`src/rtl/acc8_alu_pkg.sv`:
```
package acc8_alu_pkg;
  localparam int BYTE_W = 8;
  localparam int WORD_W = 16;
  localparam int NIB_W  = 4;
  localparam int OP_W   = 5;
  localparam int SEL_W  = $clog2(BYTE_W);
  localparam int FB_Z   = 6;
  localparam int FB_AC  = 4;
  localparam int FB_CY  = 0;

  typedef enum logic [OP_W-1:0] {
    OP_NOP, OP_CMP, OP_INC, OP_DEC, OP_ROR, OP_ROL, OP_RORC, OP_ROLC,
    OP_ADDW, OP_SUBW, OP_CMPW, OP_INCW, OP_DECW, OP_BSET, OP_BCLR,
    OP_FSET, OP_FCLR, OP_CSET, OP_CCLR, OP_CNOT
  } alu_op_e;

  typedef struct packed {
    logic z;
    logic ac;
    logic cy;
  } flags_t;

  function automatic logic is_word_op(alu_op_e op);
    return op inside {OP_ADDW, OP_SUBW, OP_CMPW, OP_INCW, OP_DECW};
  endfunction
endpackage

```
`src/rtl/acc8_byte_unit.sv`:
```
module acc8_byte_unit
  import acc8_alu_pkg::*;
(
  input  alu_op_e           op,
  input  logic [BYTE_W-1:0] acc,
  input  logic [BYTE_W-1:0] opnd,
  input  logic [SEL_W-1:0]  bsel,
  input  flags_t            fin,
  output logic [BYTE_W-1:0] res,
  output flags_t            fout,
  output logic              wr
);
  logic [BYTE_W:0]   diff;
  logic [NIB_W:0]    ndiff;
  logic [BYTE_W-1:0] fbyte, fmod, mask;

  always_comb begin
    diff  = {1'b0, acc} - {1'b0, opnd};
    ndiff = {1'b0, acc[NIB_W-1:0]} - {1'b0, opnd[NIB_W-1:0]};
    mask  = '0;
    mask[bsel] = 1'b1;
    fbyte = '0;
    fbyte[FB_Z]  = fin.z;
    fbyte[FB_AC] = fin.ac;
    fbyte[FB_CY] = fin.cy;
    fmod  = (op == OP_FSET) ? (fbyte | mask) : (fbyte & ~mask);
    res   = '0;
    fout  = fin;
    wr    = 1'b0;
    unique case (op)
      OP_CMP: begin
        res  = diff[BYTE_W-1:0];
        fout = '{z: (diff[BYTE_W-1:0] == '0), ac: ndiff[NIB_W], cy: diff[BYTE_W]};
      end
      OP_INC: begin
        res = opnd + 1'b1;
        wr  = 1'b1;
        fout.z  = (res == '0);
        fout.ac = &opnd[NIB_W-1:0];
      end
      OP_DEC: begin
        res = opnd - 1'b1;
        wr  = 1'b1;
        fout.z  = (res == '0);
        fout.ac = ~|opnd[NIB_W-1:0];
      end
      OP_ROR:  begin res = {acc[0], acc[BYTE_W-1:1]};  fout.cy = acc[0];         wr = 1'b1; end
      OP_ROL:  begin res = {acc[BYTE_W-2:0], acc[BYTE_W-1]}; fout.cy = acc[BYTE_W-1]; wr = 1'b1; end
      OP_RORC: begin res = {fin.cy, acc[BYTE_W-1:1]};  fout.cy = acc[0];         wr = 1'b1; end
      OP_ROLC: begin res = {acc[BYTE_W-2:0], fin.cy};  fout.cy = acc[BYTE_W-1];  wr = 1'b1; end
      OP_BSET: begin res = opnd | mask;  wr = 1'b1; end
      OP_BCLR: begin res = opnd & ~mask; wr = 1'b1; end
      OP_FSET, OP_FCLR: begin
        res  = fmod;
        fout = '{z: fmod[FB_Z], ac: fmod[FB_AC], cy: fmod[FB_CY]};
      end
      OP_CSET: fout.cy = 1'b1;
      OP_CCLR: fout.cy = 1'b0;
      OP_CNOT: fout.cy = ~fin.cy;
      default: ;
    endcase
  end
endmodule

```
`src/rtl/acc8_word_unit.sv`:
```
module acc8_word_unit
  import acc8_alu_pkg::*;
(
  input  alu_op_e           op,
  input  logic [WORD_W-1:0] pair,
  input  logic [WORD_W-1:0] imm,
  input  flags_t            fin,
  output logic [WORD_W-1:0] res,
  output flags_t            fout,
  output logic              wr
);
  logic [WORD_W:0] sum, dif;
  logic [NIB_W:0]  nsum, ndif;

  always_comb begin
    sum  = {1'b0, pair} + {1'b0, imm};
    dif  = {1'b0, pair} - {1'b0, imm};
    nsum = {1'b0, pair[NIB_W-1:0]} + {1'b0, imm[NIB_W-1:0]};
    ndif = {1'b0, pair[NIB_W-1:0]} - {1'b0, imm[NIB_W-1:0]};
    res  = '0;
    fout = fin;
    wr   = 1'b0;
    unique case (op)
      OP_ADDW: begin
        res  = sum[WORD_W-1:0];
        wr   = 1'b1;
        fout = '{z: (sum[WORD_W-1:0] == '0), ac: nsum[NIB_W], cy: sum[WORD_W]};
      end
      OP_SUBW, OP_CMPW: begin
        res  = dif[WORD_W-1:0];
        wr   = (op == OP_SUBW);
        fout = '{z: (dif[WORD_W-1:0] == '0), ac: ndif[NIB_W], cy: dif[WORD_W]};
      end
      OP_INCW: begin res = pair + 1'b1; wr = 1'b1; end
      OP_DECW: begin res = pair - 1'b1; wr = 1'b1; end
      default: ;
    endcase
  end
endmodule

```
`src/rtl/acc8_flag_reg.sv`:
```
module acc8_flag_reg
  import acc8_alu_pkg::*;
(
  input  logic   clk,
  input  logic   rst_n,
  input  logic   load,
  input  flags_t d,
  output flags_t q
);
  always_ff @(posedge clk or negedge rst_n) begin
    if (!rst_n)    q <= '0;
    else if (load) q <= d;
  end
endmodule

```
`src/rtl/acc8_alu.sv`:
```
module acc8_alu
  import acc8_alu_pkg::*;
(
  input  logic              clk,
  input  logic              rst_n,
  input  logic              op_en,
  input  logic [OP_W-1:0]   op_code,
  input  logic [BYTE_W-1:0] acc_in,
  input  logic [BYTE_W-1:0] opnd_in,
  input  logic [WORD_W-1:0] pair_in,
  input  logic [WORD_W-1:0] imm_in,
  input  logic [SEL_W-1:0]  bit_sel,
  output logic [BYTE_W-1:0] res_byte,
  output logic [WORD_W-1:0] res_word,
  output logic              wr_byte,
  output logic              wr_word,
  output logic              flag_z,
  output logic              flag_ac,
  output logic              flag_cy
);
  alu_op_e op;
  flags_t  cur, byte_f, word_f, nxt;
  logic    bwr, wwr;

  assign op = alu_op_e'(op_code);

  acc8_byte_unit u_byte (
    .op(op), .acc(acc_in), .opnd(opnd_in), .bsel(bit_sel), .fin(cur),
    .res(res_byte), .fout(byte_f), .wr(bwr)
  );

  acc8_word_unit u_word (
    .op(op), .pair(pair_in), .imm(imm_in), .fin(cur),
    .res(res_word), .fout(word_f), .wr(wwr)
  );

  assign nxt = is_word_op(op) ? word_f : byte_f;

  acc8_flag_reg u_flags (
    .clk(clk), .rst_n(rst_n), .load(op_en), .d(nxt), .q(cur)
  );

  assign wr_byte = op_en & bwr;
  assign wr_word = op_en & wwr;
  assign flag_z  = cur.z;
  assign flag_ac = cur.ac;
  assign flag_cy = cur.cy;
endmodule

```
`config.mk`:
```
export PLATFORM = sky130hd
export DESIGN_NAME = acc8_alu
export DESIGN_NICKNAME = d
export VERILOG_FILES = /design/src/rtl/acc8_alu_pkg.sv /design/src/rtl/acc8_byte_unit.sv /design/src/rtl/acc8_word_unit.sv /design/src/rtl/acc8_flag_reg.sv /design/src/rtl/acc8_alu.sv
export SDC_FILE = /design/constraint.sdc
export NUM_CORES = 1
export LEC_CHECK = 0
export ABC_AREA = 1
export BUFFER_PORTS_ARGS = -buffer_cell sky130_fd_sc_hd__buf_2
export CORE_ASPECT_RATIO = 0.8
export CORE_MARGIN = 5
export CORE_UTILIZATION = 49
export CTS_BUF_LIST = sky130_fd_sc_hd__clkbuf_4
export DETAILED_ROUTE_END_ITERATION = 7
export GPL_TIMING_DRIVEN = 1
export HOLD_SLACK_MARGIN = 0.03
export PLACE_DENSITY_LB_ADDON = 0.25
export SYNTH_ARGS = -nofsm -noshare
export SYNTH_HDL_FRONTEND = slang
export SYNTH_SLANG_ARGS = --single-unit
```
`constraint.sdc`:
```
create_clock -name clk -period 3.2 [get_ports clk]
set_clock_uncertainty 0.05 [all_clocks]
set_input_delay 0.16 -clock clk [delete_from_list [all_inputs] [get_ports clk]]
set_output_delay 0.16 -clock clk [all_outputs]
set_load 0.01 [all_outputs]
```
==> results by group, run 1 <==
Outcome
  – Run status: finished clean

Synthesis
  – Synthesized netlist cell count: 884
  – XOR/XNOR share of the synthesized area: 0.03483
  – Mean instance size in the synthesized netlist: 5.405 um^2
  – Most frequent cell after synthesis: sky130_fd_sc_hd__nand2_1
  – Share of the synthesized area in compound gates (AO/OA/AOI/OAI): 0.1718
  – EDFF count, synth: 0
  – Mux contribution to synthesized area: 0
  – Post-Synth Simple-Gate Area: 0.4559
  – Warnings, synthesis: 0
  – Proportion of netlist area held by the largest area contributor: 0.2200
  – Biggest area consumer among synthesized cells: sky130_fd_sc_hd__nand2_1
  – Cell area after synthesis: 4778 um^2
  – Cell types with the largest area share after synthesis: sky130_fd_sc_hd__nand2_1 (22%), sky130_fd_sc_hd__ha_1 (16%), sky130_fd_sc_hd__inv_1 (11%)
  – Area share of fa/ha/maj cells after synthesis: 0.1817
  – Synthesized netlist net count: 1010
  – Primary flip-flop cell chosen by synthesis mapping: sky130_fd_sc_hd__dfrtp_1
  – Number of register bits inferred by synthesis: 3
  – Ys async rst share: 1.000
  – Count of distinct cell types in the synthesized netlist: 52
  – Share of the yosys chip area belonging to registers: 0.01571
  – Dominant combinational cell family by area after synthesis: simple AND/OR/NAND/NOR gates
  – Most numerous cell types in the synthesized netlist: sky130_fd_sc_hd__nand2_1 (280), sky130_fd_sc_hd__inv_1 (141), sky130_fd_sc_hd__nand3_1 (81)

Clock network
  – Clock slew seen by the registers of the worst setup and hold paths: 0.04 ns
  – Largest buffer count on any clock path: 2
  – Number of CTS-inserted buffers: 3
  – H-tree lvl count: 1
  – Number of gates resized after cts: 0
  – Clock Sinks: 3
  – CTS tree: yes
  – Clock Tree Root: sky130_fd_sc_hd__clkbuf_4
  – Clock network latency to the later pin of the worst-skew pair: 0.24 ns

Place
  – Port Buf Inserts: 87
  – Final Wtd Congestion: 1.018
  – Area of placed instances: 5288 um^2
  – Number of instances in the placed design: 1078
  – Dpl hpwl: roughly 14 mm

Drt
  – Avg WL per Cell: between 10 and 15 um
  – Total iterations of the first detailed-routing run: 5
  – Number of vias in the routed layout: 5944
  – Violation count after the first detailed-routing iteration: 665
  – Post-route antenna net violation count: 0
  – Average vias per placed instance: roughly 5.5
  – Drc violations: 0
  – Routed Wire Length: approximately 16 mm

Pwr
  – Power per cell area: 179.8 nW/um^2
  – Peak supply drop: about 84 uV
  – Static leakage: roughly 3.2 nW
  – Total power consumption of the routed design: 0.9621 mW

Final layout
  – Largest register by flop count: u_flags.q
  – Cell area after layout: 5350 um^2
  – Max FFs per register: 3
  – Final instance count without filler cells: 1086
  – Registers with the highest flip-flop counts: u_flags.q (3)
  – Net count reported at finish: 1094
  – Diode count: 0
  – Layout overhead on the synthesized area: 11.97%
  – Share of final-layout standard cells stronger than drive strength 1: 0.1417

Global routing
  – Final global-route overflow total: 0
  – Number of antenna violations at the first check in global routing: 0
  – Pin count of the biggest net entering global routing: 14
  – Total routing usage reported by global routing: 0.2522
  – Via count of the first global-routing pass: ~5000
  – Global-route wire length before repair: 24.92 mm

Floorplan
  – Io pins: between 80 and 90
  – Floorplan Core Area: 9569 um^2
  – Area enclosed by the die boundary: 11840 um^2
  – Vert. Die Dim: ~100 um
  – Starting density of the core: 0.4993
  – Num rows: 32
  – Die width: 120.4 um

Timing
  – Accumulated negative setup slack: 0 ns
  – Max Fclk: 341.7 MHz
  – Fin. max-slew vios: 0
  – Slew @ Worst Pin: around 0.44 ns
  – Final period util: 0.9146
  – Slew HR: 0.7057
  – Count of endpoints failing hold in the final timing report: 0
  – Setup repair after global routing missed its margin: no
  – Final setup viols: 0
  – Post-layout min period: roughly 2.9 ns

Job
  – # Max-Cap Violations: 0

Worst setup path
  – Number of buffer and inverter instances along the worst setup path: 5
  – Sort of element at the start of the critical path: primary input
  – Req. time, crit path: 2.99 ns
  – Critical path data arrival time: around 2.7 ns
  – Endpoint kind of the worst setup timing path: output port
  – Crit path max-delay family: compound AO/OA/AOI/OAI gates
  – Slowest library cell on the worst path: sky130_fd_sc_hd__a21boi_0
  – Largest fanout of any net on the critical path: 6
  – Delay of the slowest cell on the worst path: 0.37 ns
  – Series of cell instances along the critical path: buf_2 -> inv_2 -> nand3_2 -> nor2_4 -> buf_4 -> buf_4 -> ha_1 -> a21oi_1 -> a21boi_0 -> o21ai_0 -> or2_2 -> nand3_1 -> o221ai_1 -> buf_2
  – Slack of the worst reg-to-reg path: 1.66 ns
  – Critical path class: in2out

Hold path
  – Min-Delay Path Class: in2async
final timing paths:
path                                   start      endpoint  cells past startpoint
worst min register to register  u_flags.q[2]  u_flags.q[2]                      2
worst max register to register  u_flags.q[1]  u_flags.q[1]                      5
worst max-delay path              op_code[4]  res_word[14]                     14
max in group asynchronous              rst_n  u_flags.q[1]                      2
worst min-delay path                   rst_n  u_flags.q[0]                      2
min in group clk                       op_en  u_flags.q[2]                      4
placed cells by master (no fill, tap or decap), drive strengths merged, types with 4 or more instances in the layout:
master   netlist  final
o221ai         7      7
nand3         86     86
a31oi          5      5
nor2          77     77
clkbuf         1      4
nand4         13     13
inv          152    152
xor2          16     16
nand2        284    284
a21oi         52     52
a21o           7      7
buf           13     92
fa             4      4
o211ai         8      8
or2            7      7
ha            63     63
o21ai         27     27
nor3          24     24
o2111ai        6      6
timing repair:
action / in CTS / in global routing
hold buffers: 1 / 0
setup buffers: 0 / 3
setup endpoints to repair: 0 / 1
hold endpoints to repair: 3 / 0
worst register-to-register path: stages (launching register included):
cell,delay [ns]
sky130_fd_sc_hd__dfrtp_1,0.39
sky130_fd_sc_hd__or2_2,0.30
sky130_fd_sc_hd__o211ai_1,0.16
sky130_fd_sc_hd__o211ai_1,0.21
sky130_fd_sc_hd__o21ai_0,0.19
sky130_fd_sc_hd__a31oi_1,0.10
per-stage QoR:
stage / util / hold WS, ns / setup slack [ns]
after floorplan: - / -0.1856 / 0.6480
after global placement: 0.5526 / -0.08416 / 0.4106
after detailed placement: 0.5526 / -0.08644 / 0.3648
after CTS: 0.5567 / 0.2077 / 0.3542
after global routing: 0.5591 / 0.2122 / 0.06432
final: 0.5591 / 0.2056 / 0.2734
layer usage:
layer	up-vias	wire length, um	part of all wire	GRT usage
met4	0	121	0.0077	0.01916
li1	3059	-	-	-
met2	272	6147	0.39	0.3486
met3	16	1802	0.11	0.04517
met5	-	0	0	0
met1	2597	7741	0.49	0.4122
cells by family after synthesis:
| family | after synthesis |
|---|---|
| flip-flops | 3 |
| AO/OA/AOI/OAI | 132 |
| XOR/XNOR | 19 |
| buffers and inverters | 167 |
| adder cells (fa/ha/maj) | 67 |
| AND/OR/NAND/NOR | 496 |
where the power goes:
group | switching (mW) | total [mW] | internal (mW) | leakage (nW)
clock | 0.0206 | 0.0759 | 0.0552 | 0.0184
combinational | 0.541 | 0.826 | 0.286 | 3.13
sequential | 0.0119 | 0.0599 | 0.0480 | 0.0369
total | 0.573 | 0.962 | 0.389 | 3.19
cell type report:
class	instances	area [um^2]
Tap cell	119	148.9
Fill cell	1035	4219
Inverter	153	579.3
Sequential cell	3	75.07
Timing Repair Buffer	93	483.0
Clock buffer	4	30.03
Multi-Input combinational cell	714	4034
No activity file was read; power rests on OpenSTA's default activity.
==> run 2, diff against run 1 <==
ABC_AREA = default   (was 1)
CTS_CLUSTER_SIZE = 30   (was default)
==> run 2 against run 1 <==
Global-route usage is 3.4 points higher; register-to-register slack lost 0.29 ns; total power grew 4.2%; fmax decreased by 5.0%; core utilization up 2.8 points; final cell count down 22%; sequential power grew 6.0%; design area is 2.0% lower.
==> results by group, run 2 <==
Outcome
  – Run status: finished clean

Worst setup path
  – Largest fanout of any net on the critical path: 5
  – Crit path max-delay family: compound AO/OA/AOI/OAI gates
  – Startpoint of the worst-slack reg-to-reg timing path: u_flags.q[0]
  – Delay of the slowest cell on the worst path: 0.34 ns
  – Critical path class: in2out
  – Endpoint kind of the worst setup timing path: output port
  – Sort of element at the start of the critical path: primary input
  – Slowest library cell on the worst path: sky130_fd_sc_hd__a221o_1
  – Number of buffer and inverter instances along the worst setup path: 3
  – Capturing point of the worst reg2reg path: u_flags.q[0]
  – Req. time, crit path: 2.99 ns
  – Series of cell instances along the critical path: buf_2 -> inv_1 -> ha_1 -> nand2b_1 -> a221o_1 -> o21ai_1 -> o22ai_1 -> o31ai_2 -> or4_1 -> and3_1 -> o32ai_1 -> a21o_1 -> buf_2
  – Slack of the worst reg-to-reg path: 1.37 ns
  – Logic depth of the worst setup path including buffers: 13
  – Logic depth of the worst register-to-register path: 7
  – Most numerous cell on the critical path: sky130_fd_sc_hd__buf_2
  – Critical path data arrival time: 2.87 ns

Place
  – Worst setup timing slack at the placement stage: 0.01027 ns
  – Port Buf Inserts: 87
  – Final Wtd Congestion: just over 1
  – Dpl hpwl: 13.20 mm

Synthesis
  – Synthesized netlist net count: roughly 760
  – Synthesized netlist cell count: 636
  – Cell types with the largest area share after synthesis: sky130_fd_sc_hd__ha_1 (18%), sky130_fd_sc_hd__xnor2_1 (8.1%), sky130_fd_sc_hd__a21oi_1 (5.4%)
  – Proportion of netlist area held by the largest area contributor: 0.1786
  – Biggest area consumer among synthesized cells: sky130_fd_sc_hd__ha_1
  – Most frequent cell after synthesis: sky130_fd_sc_hd__ha_1
  – Mean instance size in the synthesized netlist: just under 7 um^2
  – Cell area after synthesis: around 4400 um^2
  – Share of the yosys chip area belonging to registers: 0.01701
  – Primary flip-flop cell chosen by synthesis mapping: sky130_fd_sc_hd__dfrtp_1
  – Count of distinct cell types in the synthesized netlist: 81
  – Warnings, synthesis: 0
  – Most numerous cell types in the synthesized netlist: sky130_fd_sc_hd__ha_1 (63), sky130_fd_sc_hd__nor2_1 (56), sky130_fd_sc_hd__inv_1 (55)
  – EDFF count, synth: 0
  – Ys async rst share: 1.000
  – Number of register bits inferred by synthesis: 3

Timing
  – Final hold slack: between 0.2 and 0.25 ns
  – Max Fclk: 324.7 MHz
  – Post-layout min period: between 3 and 4 ns
  – Count of endpoints failing hold in the final timing report: 0
  – Fin. max-slew vios: 0
  – Post-layout worst setup margin: 0.1202 ns
  – Accumulated negative setup slack: 0 ns
  – Final period util: 0.9624
  – Final setup viols: 0
  – Slew @ Worst Pin: about 1.4 ns
  – Slew HR: 0.04466

Global routing
  – GR Layer Usage met1: 0.4386
  – Met2 GRT Util: 0.4234
  – Final global-route overflow total: 0
  – Total routing usage reported by global routing: 0.2864
  – Global-route wire length before repair: 25.63 mm
  – Met3 Use GR: 0.04484
  – Pin count of the biggest net entering global routing: 26
  – Number of antenna violations at the first check in global routing: 0
  – Via count of the first global-routing pass: between 5000 and 6000
  – Busiest layer in global routing: met1

Pwr
  – Total internal power: 0.4552 mW
  – Static leakage: between 2 and 2.5 nW
  – Power per cell area: ~190 nW/um^2
  – Share of power burned in registers: 0.063
  – Gate power share: 0.860
  – Peak supply drop: between 70 and 80 uV
  – Switching power share of the total: 0.5461
  – Clock share of power: 0.077
  – Total net switching power: 0.5477 mW
  – Total power consumption of the routed design: 1.003 mW

Drt
  – Drc violations: 0
  – Number of vias in the routed layout: 5434
  – Total iterations of the first detailed-routing run: 5
  – Avg WL per Cell: 19.23 um
  – Average vias per placed instance: 6.431
  – Violation count after the first detailed-routing iteration: 553
  – Post-route antenna net violation count: 0
  – Routed Wire Length: between 15 and 20 mm

Clock network
  – Largest buffer count on any clock path: 2
  – CTS tree: yes
  – Clock slew seen by the registers of the worst setup and hold paths: 0.04 ns
  – H-tree lvl count: 1
  – Number of CTS-inserted buffers: 3
  – Clock Tree Root: sky130_fd_sc_hd__clkbuf_4
  – Clock Sinks: 3
  – Clock network latency to the later pin of the worst-skew pair: 0.24 ns

Floorplan
  – Vert. Die Dim: 94.88 um
  – Die width: about 120 um
  – Io pins: 88
  – Floorplan Core Area: 8921 um^2
  – Starting density of the core: 0.4947
  – Num rows: 31
  – Area enclosed by the die boundary: 11020 um^2

Hold path
  – Min-Delay Path Class: in2async

Final layout
  – Share of final-layout standard cells stronger than drive strength 1: 0.2219
  – Max FFs per register: 3
  – Core Util, Final: 0.5875
  – Diode count: 0
  – Largest register by flop count: u_flags.q
  – Net count reported at finish: 857
  – Layout overhead on the synthesized area: 18.77%
  – Registers with the highest flip-flop counts: u_flags.q (3)
  – Top library cells by usage in the layout, fill and taps aside: sky130_fd_sc_hd__buf_2 (87), sky130_fd_sc_hd__ha_1 (59), sky130_fd_sc_hd__inv_1 (54), sky130_fd_sc_hd__nor2_1 (54), sky130_fd_sc_hd__nand2_1 (48)
  – Most common library cell in the layout ignoring fill and taps: sky130_fd_sc_hd__buf_2

Job
  – # Max-Cap Violations: 0
## run 2: through the flow
step	area (um^2)	instances
2_1_floorplan	4413	636
3_3_place_gp	5037	835
3_5_place_dp	5037	835
4_1_cts	5085	840
5_1_grt	5241	845
6_report	5241	845
## run 2: logic make-up after synthesis
logic type,share of synthesized area
AOI/OAI and AO/OA,0.3470
DFF,0.01701
adders and majority gates,0.1968
muxes,0.02070
buffers and inverters,0.07315
and+or+nand+nor,0.2441
xor gates and xnor gates,0.1012
## run 2: layout make-up
type / instances / area [um^2]
flip-flops and latches: 3 / 75.07
multi-input cells: 553 / 4134
well taps: 115 / 143.9
clock buffers: 4 / 30.03
repair buffers: 114 / 648.1
inverters: 56 / 210.2
fillers: 879 / 3680
## run 2: power by group through the flow
stage	logic, mW	clock network (mW)	registers (mW)
3_5_place_dp	0.813	0	0.0650
2_1_floorplan	0.567	0	0.0642
5_1_grt	0.937	0.0830	0.0647
4_1_cts	0.819	0.0788	0.0644
3_3_place_gp	0.798	0	0.0652
6_report	0.863	0.0768	0.0635
## run 2: worst max path at each step
stage	from	endpoint	slack, ns
finish	imm_in[1]	res_word[15]	0.12
global route	op_code[0]	res_word[12]	-0.02
CTS	pair_in[0]	res_word[14]	0.04
detailed placement	op_code[0]	res_word[12]	0.01
global placement	pair_in[0]	res_word[14]	0.09
floorplan	op_code[2]	res_word[15]	0.02
## run 2: routing by layer
layer  part of all wire  wire length [um]  up-vias
li1                   -                 -     2545
met1               0.47              7670     2599
met2               0.42              6884      268
met3              0.094              1520       22
met4              0.011               176        0
met5                  0                 0        -
## run 2: timing repair
item / in CTS / in global routing
setup buffers: 0 / 5
hold buffers: 1 / 0
setup endpoints to repair: 1 / 6
pin swaps: 0 / 15
endpoints found under the hold margin: 3 / 0
resized for setup: 1 / 24
==> run 3, diff against run 2 <==
PLACE_DENSITY_LB_ADDON = 0.05   (was 0.25)
SLEW_MARGIN = 25   (was default)
==> run 3 against run 2 <==
Non-clock buffer count is 8 higher; core utilization is 0.056 points higher; combinational power is 1% higher; largest cell class unchanged; critical endpoint is now res_word[14]; routed wire length is 0.20% lower.
==> results by group, run 3 (same netlist as run 2, synthesis figures left out) <==
Global routing
  – Via count of the first global-routing pass: between 4000 and 5000
  – Global-route wire length before repair: 25.30 mm
  – Pin count of the biggest net entering global routing: 26
  – Number of antenna violations at the first check in global routing: 0
  – Total routing usage reported by global routing: 0.2865
  – Final global-route overflow total: 0

Floorplan
  – Num rows: 31
  – Io pins: 88
  – Die width: 116.1 um
  – Floorplan Core Area: 8921 um^2
  – Starting density of the core: 0.4947
  – Vert. Die Dim: 94.88 um
  – Area enclosed by the die boundary: 11020 um^2

Final layout
  – Net count reported at finish: 865
  – Top library cells by usage in the layout, fill and taps aside: sky130_fd_sc_hd__buf_2 (87), sky130_fd_sc_hd__ha_1 (61), sky130_fd_sc_hd__inv_1 (54), sky130_fd_sc_hd__nor2_1 (54)
  – Registers with the highest flip-flop counts: u_flags.q (3)
  – Layout overhead on the synthesized area: 18.88%
  – Core Util, Final: 0.5881
  – Multi-input logic area: 4084 um^2
  – Area taken by flip-flops and latches: around 75 um^2
  – Max FFs per register: 3
  – Filler cell count: 910
  – Most common library cell in the layout ignoring fill and taps: sky130_fd_sc_hd__buf_2
  – Diode count: 0
  – Cell area after layout: 5246 um^2
  – Largest register by flop count: u_flags.q
  – Share of final-layout standard cells stronger than drive strength 1: 0.2236

Outcome
  – Run status: finished clean

Pwr
  – Peak supply drop: 229.3 uV
  – Static leakage: 2.456 nW
  – Power per cell area: between 150 and 200 nW/um^2

Drt
  – Post-route antenna net violation count: 0
  – Number of vias in the routed layout: 5369
  – Total met2 wirelength after detailed routing: ~6.6 mm
  – Met3 wire length: 1.648 mm
  – Drc violations: 0
  – Total iterations of the first detailed-routing run: 5
  – Average vias per placed instance: 6.294
  – Routed Wire Length: 16.22 mm
  – Avg WL per Cell: 19.01 um
  – Met1 wire length: 7.921 mm
  – Violation count after the first detailed-routing iteration: 522
  – Highest layer used for signal routing: met4

Worst setup path
  – Slack of the worst reg-to-reg path: between 1 and 1.5 ns
  – Critical path class: in2out
  – Critical path data arrival time: 2.93 ns
  – Startpoint of the worst-slack reg-to-reg timing path: u_flags.q[0]
  – Largest fanout of any net on the critical path: 5
  – Number of buffer and inverter instances along the worst setup path: 5
  – Req. time, crit path: 2.99 ns
  – Sort of element at the start of the critical path: primary input
  – Delay of the slowest cell on the worst path: 0.41 ns
  – Logic depth of the worst register-to-register path: 7
  – Crit path max-delay family: compound AO/OA/AOI/OAI gates
  – Slowest library cell on the worst path: sky130_fd_sc_hd__fa_1
  – Series of cell instances along the critical path: buf_2 -> buf_4 -> ha_1 -> inv_1 -> fa_1 -> o21bai_2 -> a211oi_4 -> a211oi_1 -> a211oi_1 -> buf_4 -> o21bai_1 -> a21oi_2 -> xnor2_2 -> o22a_1 -> o211ai_1 -> buf_2
  – Capturing point of the worst reg2reg path: u_flags.q[0]
  – Endpoint kind of the worst setup timing path: output port

Hold path
  – Min-Delay Path Class: in2async

Clock network
  – CTS tree: yes
  – H-tree lvl count: 1
  – Clock Tree Root: sky130_fd_sc_hd__clkbuf_4
  – # Post-CTS Setup Buffers: 0
  – Clock Sinks: 3
  – Clock network latency to the later pin of the worst-skew pair: about 0.24 ns
  – Number of CTS-inserted buffers: 3
  – Largest buffer count on any clock path: 2
  – Clock slew seen by the registers of the worst setup and hold paths: 0.05 ns

Timing
  – Fin. max-slew vios: 0
  – Max Fclk: about 320 MHz
  – Final period util: 0.9805
  – Post-layout min period: ~3.1 ns
  – Slew @ Worst Pin: 0.6230 ns
  – Final hold slack: 0.1783 ns
  – Final setup viols: 0
  – Accumulated negative setup slack: 0 ns
  – Slew HR: 0.5846
  – Count of endpoints failing hold in the final timing report: 0

Place
  – Dpl hpwl: roughly 13 mm
  – Port Buf Inserts: 87
  – Area of placed instances: 5135 um^2
  – Final Wtd Congestion: 1.016

Job
  – # Max-Cap Violations: 0
## run 3: cell count changes in the layout (fill, tap and decap cells not counted), sizes merged
cell,change
buf,+8
## run 3: worst max-delay path by stage
stage	start	to	slack (ns)	depth (start not counted)
6_report	pair_in[0]	res_word[14]	0.06	16
5_1_grt	pair_in[0]	res_word[14]	-0.01	16
4_1_cts	op_code[3]	res_word[15]	0.003	16
3_5_place_dp	op_code[0]	res_word[15]	-0.004	15
3_3_place_gp	pair_in[0]	res_word[14]	0.05	16
2_1_floorplan	op_code[2]	res_word[15]	0.02	15
## run 3: final cells by class
type | instances | area share
Clock buffer | 4 | 0.005724
Inverter | 56 | 0.04054
Multi-Input combinational cell | 553 | 0.7784
Tap cell | 115 | 0.02743
Sequential cell | 3 | 0.01431
Timing Repair Buffer | 122 | 0.1336
## run 3: power by group
part / internal [mW] / total [mW] / switching [mW]
Sequential: 0.0494 / 0.0655 / 0.0160
Clock: 0.0556 / 0.0814 / 0.0258
Combinational: 0.352 / 0.873 / 0.521
## run 3: worst register-to-register path: cells and delay by family, from the launching register on
kind	cells	cell delay, ns
compound gates	5	1.00
flops	1	0.45
simple gates	2	0.12
## run 3: routing by layer
layer | up-vias | GRT usage
met5 | - | 0
met3 | 6 | 0.03267
met1 | 2520 | 0.4605
li1 | 2562 | -
met2 | 281 | 0.4215
met4 | 0 | 0.01449
## run 3: timing repair
| item | in CTS | in global routing |
|---|---|---|
| setup endpoints to repair | 1 | 4 |
| hold buffers | 1 | 0 |
| pin swaps | 0 | 9 |
| gates resized for setup | 1 | 14 |
| hold endpoints to repair | 3 | 0 |
## run 3: through the flow
step | std cells | total power, mW | setup slack, ns
final | 853 | 1.020 | 0.06230
after floorplan | 636 | 0.6310 | 0.02339
after CTS | 853 | 0.9873 | 0.003355
after global placement | 848 | 0.8888 | 0.04511
after global routing | 853 | 1.103 | -0.01452
after detailed placement | 848 | 0.8992 | -0.004045
